===== src/rtl/cpwg_pkg.sv =====
package cpwg_pkg;
  parameter int unsigned GROUPS = 4;
  parameter int unsigned TAPS   = 4;
  localparam int unsigned CNT_W = $clog2(GROUPS * TAPS);
  localparam int unsigned IDX_W = $clog2(GROUPS);
  localparam int unsigned OFS_W = $clog2(TAPS);

  typedef logic [GROUPS-1:0] grp_t;
  typedef logic [GROUPS-2:0] stb_t;
  typedef logic [TAPS-1:0]   tap_t;
  typedef logic [CNT_W-1:0]  cnt_t;

  // position of the set bit of a one-hot group code
  function automatic logic [IDX_W-1:0] grp_index(grp_t c);
    grp_index = '0;
    for (int i = 0; i < GROUPS; i++)
      if (c[i]) grp_index = IDX_W'(i);
  endfunction

  // highest set tap sample, zero when none is set
  function automatic logic [OFS_W-1:0] tap_offset(tap_t h);
    tap_offset = '0;
    for (int i = 0; i < TAPS; i++)
      if (h[i]) tap_offset = OFS_W'(i);
  endfunction

  // coarse delay count: group base plus in-group offset
  function automatic cnt_t coarse_sum(grp_t c, tap_t h);
    return cnt_t'(grp_index(c)) * cnt_t'(TAPS) + cnt_t'(tap_offset(h));
  endfunction

  // group code after one clock: moves up only on the strobe closing it
  function automatic grp_t next_group(grp_t c, stb_t s);
    if ((c[GROUPS-2:0] & s) != '0) return grp_t'(c << 1);
    return c;
  endfunction

  // enables for groups at or below the detected one
  function automatic grp_t group_mask(grp_t c);
    logic [IDX_W-1:0] idx;
    idx = grp_index(c);
    for (int i = 0; i < GROUPS; i++)
      group_mask[i] = (IDX_W'(i) <= idx);
  endfunction
endpackage


===== src/rtl/cpwg_group_track.sv =====
module cpwg_group_track
  import cpwg_pkg::*;
(
  input  logic clk,
  input  logic rst_n,
  input  logic start,
  input  logic ref_lvl,
  input  stb_t bnd_stb,
  output grp_t grp_code,
  output logic done,
  output logic fall_evt,
  output logic adv_evt
);
  logic ref_seen;
  grp_t grp_nxt;

  assign grp_nxt  = next_group(grp_code, bnd_stb);
  assign fall_evt = !start && !done && ref_seen && !ref_lvl;
  assign adv_evt  = !start && !done && ref_lvl && (grp_nxt != grp_code);

  always_ff @(posedge clk or negedge rst_n) begin
    if (!rst_n) begin
      grp_code <= grp_t'(1);
      done     <= 1'b0;
      ref_seen <= 1'b0;
    end else if (start) begin
      grp_code <= grp_t'(1);
      done     <= 1'b0;
      ref_seen <= 1'b0;
    end else if (!done) begin
      if (ref_lvl) begin
        ref_seen <= 1'b1;
        grp_code <= grp_nxt;
      end else if (ref_seen) begin
        done <= 1'b1;
      end
    end
  end
endmodule


===== src/rtl/cpwg_count_latch.sv =====
module cpwg_count_latch
  import cpwg_pkg::*;
(
  input  logic clk,
  input  logic rst_n,
  input  logic start,
  input  logic fall_evt,
  input  grp_t grp_code,
  input  tap_t tap_hit,
  output cnt_t coarse_cnt
);
  always_ff @(posedge clk or negedge rst_n) begin
    if (!rst_n)        coarse_cnt <= '0;
    else if (start)    coarse_cnt <= '0;
    else if (fall_evt) coarse_cnt <= coarse_sum(grp_code, tap_hit);
  end
endmodule


===== src/rtl/cpwg_power_gate.sv =====
module cpwg_power_gate
  import cpwg_pkg::*;
(
  input  logic done,
  input  grp_t grp_code,
  output grp_t grp_en
);
  always_comb grp_en = done ? group_mask(grp_code) : '1;
endmodule


===== src/rtl/cpwg_coarse_code.sv =====
module cpwg_coarse_code
  import cpwg_pkg::*;
(
  input  logic        clk,
  input  logic        rst_n,
  input  logic        start,
  input  logic        ref_lvl,
  input  logic [2:0]  bnd_stb,
  input  logic [3:0]  tap_hit,
  output logic [3:0]  grp_code,
  output logic        done,
  output logic [3:0]  coarse_cnt,
  output logic [3:0]  grp_en
);
  logic fall_evt;
  logic adv_evt;

  cpwg_group_track u_track (
    .clk      (clk),
    .rst_n    (rst_n),
    .start    (start),
    .ref_lvl  (ref_lvl),
    .bnd_stb  (bnd_stb),
    .grp_code (grp_code),
    .done     (done),
    .fall_evt (fall_evt),
    .adv_evt  (adv_evt)
  );

  cpwg_count_latch u_count (
    .clk        (clk),
    .rst_n      (rst_n),
    .start      (start),
    .fall_evt   (fall_evt),
    .grp_code   (grp_code),
    .tap_hit    (tap_hit),
    .coarse_cnt (coarse_cnt)
  );

  cpwg_power_gate u_gate (
    .done     (done),
    .grp_code (grp_code),
    .grp_en   (grp_en)
  );
endmodule


===== config.mk =====
export PLATFORM = sky130hd
export DESIGN_NAME = cpwg_coarse_code
export DESIGN_NICKNAME = d
export VERILOG_FILES = /design/src/rtl/cpwg_pkg.sv /design/src/rtl/cpwg_group_track.sv /design/src/rtl/cpwg_count_latch.sv /design/src/rtl/cpwg_power_gate.sv /design/src/rtl/cpwg_coarse_code.sv
export SDC_FILE = /design/constraint.sdc
export NUM_CORES = 1
export LEC_CHECK = 0
export ABC_AREA = 1
export ABC_CLOCK_PERIOD_IN_PS = 1500
export BUFFER_PORTS_ARGS = -buffer_cell sky130_fd_sc_hd__buf_4
export CAP_MARGIN = 10
export CORE_AREA = 2 2 39 41
export DETAILED_ROUTE_END_ITERATION = 8
export DIE_AREA = 0 0 41 43
export GPL_TIMING_DRIVEN = 1
export HOLD_SLACK_MARGIN = 0.03
export PLACE_DENSITY = 0.72
export SETUP_SLACK_MARGIN = 0.05
export SYNTH_ARGS = -nofsm -noshare
export SYNTH_HDL_FRONTEND = slang
export SYNTH_SLANG_ARGS = --single-unit

===== constraint.sdc =====
create_clock -name clk -period 1.5 [get_ports clk]
set_clock_uncertainty 0.15 [all_clocks]
set_input_delay 0.15 -clock clk [delete_from_list [all_inputs] [get_ports clk]]
set_output_delay 0.15 -clock clk [all_outputs]
set_load 0.02 [all_outputs]

==> results of run 1 <==
per-layer routing:
metal	global-route usage, %	routed length (um)	vias up
li1	-	-	276
met1	18.5	523	263
met2	26.9	643	15
met3	3.14	62	4
met4	12.0	38	0
met5	0	0	-
report_power, final:
part | internal (mW) | total (mW) | leakage, nW | switching, mW
clock | 0.147 | 0.251 | 0.0210 | 0.104
combinational | 0.0884 | 0.203 | 0.292 | 0.114
sequential | 0.294 | 0.316 | 0.127 | 0.0215
total | 0.530 | 0.770 | 0.441 | 0.239
final cells by class:
type	count	area (um2)
Timing Repair Buffer	25	195
Fill cell	123	574
Tap cell	16	20.0
Sequential cell	10	254
Inverter	8	42.5
Multi-Input combinational cell	51	262
Clock buffer	4	36.3
layout by cell type (no fill, tap or decap), types with 2 or more instances in the layout:
| cell | Yosys | routed |
|---|---|---|
| nand3_1 | 6 | 6 |
| dfrtp_1 | 9 | 7 |
| clkbuf_4 | 0 | 3 |
| inv_2 | 2 | 2 |
| dlygate4sd3_1 | 0 | 3 |
| inv_1 | 5 | 5 |
| dfrtp_2 | 0 | 2 |
| nand2_1 | 26 | 26 |
| a21oi_1 | 4 | 4 |
| buf_4 | 1 | 22 |
| nor2_1 | 6 | 5 |
cells by family (layout without fill, tap and decap cells):
| family | after synthesis | in the layout |
|---|---|---|
| compound gates | 7 | 7 |
| simple gates | 43 | 43 |
| flops | 10 | 10 |
| other cells | 1 | 1 |
| buf+inv | 10 | 37 |
critical path: stages (launching register included):
cell	delay [ns]
dfrtp_1	0.45
or2_4	0.27
buf_4	0.15
stage by stage:
step	utilization (%)	instance area, um2	setup WS, ns
2_1_floorplan	-	564	0.233
3_3_place_gp	52.3	723	0.232
3_5_place_dp	52.3	723	0.213
4_1_cts	57.9	801	0.0303
5_1_grt	58.5	810	0.0212
6_report	58.5	810	0.0631
registers in the layout, indices dropped and copies added, names as in the netlist:
| register | count |
|---|---|
| u_track.ref_seen | 1 |
| u_track.done | 1 |
| u_track.grp_code | 4 |
| u_count.coarse_cnt | 4 |
final timing paths:
path,from,endpoint,slack [ns],depth (start not counted)
min,rst_n,u_track.grp_code[3],0.1,2
max in group asynchronous,rst_n,u_track.grp_code[0],0.88,2
min in group clk,tap_hit[2],u_count.coarse_cnt[1],0.10,5
max,u_track.grp_code[3],grp_en[3],0.06,2
max reg2reg,u_track.grp_code[0],u_track.grp_code[2],0.27,6
min reg2reg,u_count.coarse_cnt[1],u_count.coarse_cnt[1],0.33,2
repair_timing:
| item | in CTS | in global routing |
|---|---|---|
| hold buffers | 3 | 0 |
| pin swaps | 0 | 1 |
| endpoints found under the setup margin | 2 | 3 |
| endpoints found under the hold margin | 12 | 0 |
| setup buffers | 1 | 0 |
| resized for setup | 2 | 3 |
==> summary.md, run 1 <==
| Metric | Value |
|---|---|
| DRC Markers | `0` |
| Cell Pwr Density | `about 950 nW/um2` |
| Xor/xnor share of the synthesized area | `0%` |
| Synth Area in Compound Gates | `9.09%` |
| Clock Pin Slew Worst Setup and Hold Paths | `around 0.070 ns` |
| Worst-path fanout max | `5` |
| Status | `complete, no violations` |
| Post-route ant nets | `0` |
| Grt total ovfl | `0` |
| Syn nets | `82` |
| Largest net degree at the start of global routing | `11` |
| Drt total wl | `roughly 1.3 mm` |
| Dpl cells | `about 110` |
| H-tree depth | `1` |
| Avg WL per Cell | `11.1 um` |
| Synth area leaders | `dfrtp_1 40%, nand2_1 17%, nand3_1 5.3%` |
| First-pass DRT Iterations | `4` |
| Vias in the first global route | `500` |
| Most common cell in the netlist | `nand2_1` |
| Synth area leader | `dfrtp_1` |
| Hold WS | `between 0.09 and 0.1 ns` |
| Synth Warn # | `0` |
| MaxCap Viol Count | `0` |
| Layout cells sized above 1 | `roughly two fifths` |
| Initial Util | `between 40% and 50%` |
| First-pass GRT wire length | `1.96 mm` |
| Setup_tns | `0 ns` |
| Die width | `between 40 and 50 um` |
| Main combinational cell family by area after synthesis | `simple AND/OR/NAND/NOR gates` |
| RSZ-0062 raised after global routing | `true` |
| Area growth from synthesis to layout | `43.5%` |
| GRT Total Usage | `roughly 17%` |
| FP Rows | `14` |
| GP Congestion | `around 0.76` |
| Final setup vio count | `0` |
| Path type of the worst min-delay path | `in -> async` |
| Gate count of the mapped netlist | `71` |
| Register area share after synthesis | `roughly 45%` |
| Initial antenna violation count | `0` |
| Post-synth ARST share | `100%` |
| Startpoint Class | `register` |
| Crit end category | `output pin` |
| Total chip power | `0.770 mW` |
| Mux contribution to synthesized area | `0%` |
| Net count, final | `110` |
| Synth Flop Type | `dfrtp_1` |
| Ant. Diodes | `0` |
| HPWL after DPL | `slightly above 900 um` |
| EDFF count, synth | `0` |
| Hold Vio Cnt, Final | `0` |
| Syn Area/Cell | `approximately 7.9 um2` |
| CTS Sinks | `10` |
| Port buffer count | `21` |
| Die area | `1760 um2` |
| Critical path class | `reg -> out` |
| Max Freq | `around 700 MHz` |
| Post-synthesis cell type count | `20` |
| Adder-cell share of the synthesized area | `0%` |
| Critical Path AT | `around 1.1 ns` |
| Vias per cell | `about 5` |
| Die Y | `approximately 43 um` |
| Core Area | `1380 um2` |
| Worst path required time | `approximately 1.2 ns` |
| Iter 0 DRT Violations | `7` |
| Tcrit/Tclk final | `between 90 and 100%` |
| Post-synth top area share | `around 40%` |
| Cell area after synthesis | `564 um2` |
| Fin crit period | `about 1.4 ns` |
| Leak Pwr | `between 0.4 and 0.5 nW` |
| CTS tree | `built` |
| Synth top cells by count | `26 x nand2_1, 9 x dfrtp_1, 6 x nand3_1, 6 x nor2_1, 5 x inv_1` |
| CTS root buf | `clkbuf_4` |
| I/O pins | `24` |
| Total CTS buffers | `3` |
| #FFs+latches synth | `10` |
| Max-slew violation count | `0` |
| Worst skew pair latency | `around 0.27 ns` |
| Via Count | `around 560` |
| Cell Count, Final, Fillers Out | `114` |
| Simple-Gate Fraction of Synth Area | `approximately a third` |
| Max clock buf depth | `2` |
| Peak supply drop | `around 0.39 mV` |
Note: power is estimated with default switching activity, not from simulation.
==> run 2, diff against run 1 <==
--- a/config.mk
+++ b/config.mk
@@ -14,7 +14,8 @@
 export DIE_AREA = 0 0 41 43
 export GPL_TIMING_DRIVEN = 1
 export HOLD_SLACK_MARGIN = 0.03
-export PLACE_DENSITY = 0.72
+export PLACE_DENSITY_LB_ADDON = 0.3
+export RECOVER_POWER = 100
 export SETUP_SLACK_MARGIN = 0.05
 export SYNTH_ARGS = -nofsm -noshare
 export SYNTH_HDL_FRONTEND = slang
==> summary.md, run 2 (synthesized netlist as in run 1, its figures left out) <==
| Metric | Value |
|---|---|
| Status | `complete, no violations (unchanged)` |
| Hold Path Origin | `tap_hit[1]` |
| Met2 routed WL | `594 um (was 643 um)` |
| GP Congestion | `0.707 (was 0.758)` |
| Cell Pwr Density | `903 nW/um2 (was 951 nW/um2)` |
| Vias in the first global route | `482 (was 500)` |
| Core Area | `1380 um2 (unchanged)` |
| Core Util, Final | `56.4% (was 58.5%)` |
| Crit-path cells | `or2_0, buf_6 (was or2_4, buf_4)` |
| Dpl cells | `106 (unchanged)` |
| Max-slew violation count | `0 (unchanged)` |
| Seq. cell area | `254 um2 (unchanged)` |
| Largest net degree at the start of global routing | `11 (unchanged)` |
| Max clock buf depth | `2 (unchanged)` |
| CTS tree | `built (unchanged)` |
| Post-place setup slack | `0.226 ns (was 0.213 ns)` |
| Port buffer count | `21 (unchanged)` |
| MaxCap Viol Count | `0 (unchanged)` |
| Clock Pin Slew Worst Setup and Hold Paths | `0.07 ns (about the same)` |
| HPWL after DPL | `886 um (was 919 um)` |
| CTS Sinks | `10 (unchanged)` |
| Peak supply drop | `0.524 mV (was 0.391 mV)` |
| Initial Util | `40.8% (unchanged)` |
| Die area | `1760 um2 (unchanged)` |
| Die Y | `43 um (unchanged)` |
| Ant. Diodes | `0 (unchanged)` |
| CP max stage delay | `0.45 ns (about the same)` |
| Max Freq | `702 MHz (was 696 MHz)` |
| Cell Count, Final, Fillers Out | `115 (was 114)` |
| Total CTS buffers | `3 (unchanged)` |
| CTS root buf | `clkbuf_4 (unchanged)` |
| Grt total ovfl | `0 (unchanged)` |
| RSZ-0062 raised after global routing | `true (unchanged)` |
| DRC Markers | `0 (unchanged)` |
| Leak Pwr | `0.412 nW (was 0.441 nW)` |
| Area growth from synthesis to layout | `38.4% (was 43.5%)` |
| Drt total wl | `1.26 mm (was 1.27 mm)` |
| Worst path required time | `1.20 ns (about the same)` |
| Area of the multi-input gates | `259 um2 (was 262 um2)` |
| Tcrit/Tclk final | `95.0% (was 95.8%)` |
| Worst R2R Start | `u_track.grp_code[0] (unchanged)` |
| I/O pins | `24 (unchanged)` |
| Cell family with the largest share of critical-path delay | `flip-flops (unchanged)` |
| Commonest non-fill, non-tap cell in the layout | `nand2_1 (unchanged)` |
| First-pass DRT Iterations | `4 (unchanged)` |
| H-tree depth | `1 (unchanged)` |
| Critical path class | `reg -> out (unchanged)` |
| Slowest-stage cell, CP | `dfrtp_2 (was dfrtp_1)` |
| Worst Path Buf+Inv | `1 (unchanged)` |
| Critical Path AT | `1.12 ns (was 1.14 ns)` |
| Net count, final | `111 (was 110)` |
| Final setup vio count | `0 (unchanged)` |
| Worst skew pair latency | `0.27 ns (about the same)` |
| Initial antenna violation count | `0 (unchanged)` |
| Post-route ant nets | `0 (unchanged)` |
| Layout cells sized above 1 | `32.3% (was 40.8%)` |
| Max layer used | `met4 (unchanged)` |
| Worst-path fanout max | `5 (unchanged)` |
| Worst-Margin Slew | `around 0.55 ns` |
| Biggest regs | `u_count.coarse_cnt: 4 flops, u_track.grp_code: 4 flops (unchanged)` |
| Startpoint Class | `register (unchanged)` |
| Crit end category | `output pin (unchanged)` |
| GRT Total Usage | `16.2% (was 16.8%)` |
| Setup_tns | `0 ns (unchanged)` |
| DR WL met3 | `103 um (was 62 um)` |
| First-pass GRT wire length | `1.93 mm (was 1.96 mm)` |
| Met1 WL | `545 um (was 523 um)` |
| Fillers | `145 (was 123)` |
| Commonest non-fill, non-tap cells in the layout | `26 x nand2_1, 13 x buf_4, 7 x clkbuf_1, 7 x dfrtp_1, 6 x nand3_1 (was 26 x nand2_1, 22 x buf_4, 7 x dfrtp_1, 6 x nand3_1)` |
| Path type of the worst min-delay path | `in -> reg (was in -> async)` |
| FP Rows | `14 (unchanged)` |
| Rel. slew slack | `63.3%` |
| Avg WL per Cell | `11.0 um (was 11.1 um)` |
| Hold Vio Cnt, Final | `0 (unchanged)` |
| Die width | `41 um (unchanged)` |
| Via Count | `545 (was 558)` |
| Total chip power | `0.705 mW (was 0.770 mW)` |
| Setup crit start | `u_track.grp_code[3] (unchanged)` |
| Iter 0 DRT Violations | `13 (was 7)` |
| Fin crit period | `1.42 ns (was 1.44 ns)` |
| Worst setup margin | `0.0756 ns (was 0.0631 ns)` |
| Vias per cell | `4.74 (was 4.89)` |
## run 2: worst min-delay path, stage by stage
cell and delay (ns):
buf_4 0.10, nand2_1 0.05, a21oi_1 0.05, nand2_1 0.06, nand2_1 0.04
## run 2: timing repair
item | 4_1_cts | 5_1_grt
setup endpoints to repair | 2 | 3
pin swaps | 0 | 1
hold buffers | 3 | 0
resized for setup | 2 | 5
hold endpoints to repair | 12 | 0
setup buffers | 1 | 1
## run 2: cell type report
| class | count | area share [%] |
|---|---|---|
| Inverter | 8 | 5.45 |
| Multi-Input combinational cell | 51 | 33.2 |
| Timing Repair Buffer | 26 | 22.9 |
| Clock buffer | 4 | 3.37 |
| Tap cell | 16 | 2.56 |
| Sequential cell | 10 | 32.5 |
## run 2: final timing paths
kind | to | slack [ns] | cells past startpoint
worst min-delay path | u_count.coarse_cnt[0] | 0.07 | 5
worst min register to register | u_count.coarse_cnt[1] | 0.32 | 2
min in group asynchronous | u_track.grp_code[2] | 0.22 | 2
max in group asynchronous | u_track.done | 0.58 | 2
worst max register to register | u_track.grp_code[3] | 0.23 | 6
worst max-delay path | grp_en[3] | 0.08 | 2
## run 2: power by group
| group | switching, mW | internal, mW |
|---|---|---|
| Combinational | 0.115 | 0.0759 |
| Clock | 0.0966 | 0.103 |
| Sequential | 0.0212 | 0.293 |
## run 2: per-stage QoR
stage | hold WS (ns) | area, um2
after global placement | -0.164 | 723
final | 0.0747 | 781
after CTS | 0.0818 | 791
after global routing | 0.0934 | 781
after detailed placement | -0.164 | 723
after floorplan | -0.296 | 564
## run 2: layer usage
metal  up-vias  track usage [%]
met5         -                0
met4         0             6.00
met3         2             5.24
met2        21             25.0
met1       245             20.1
li1        277                -
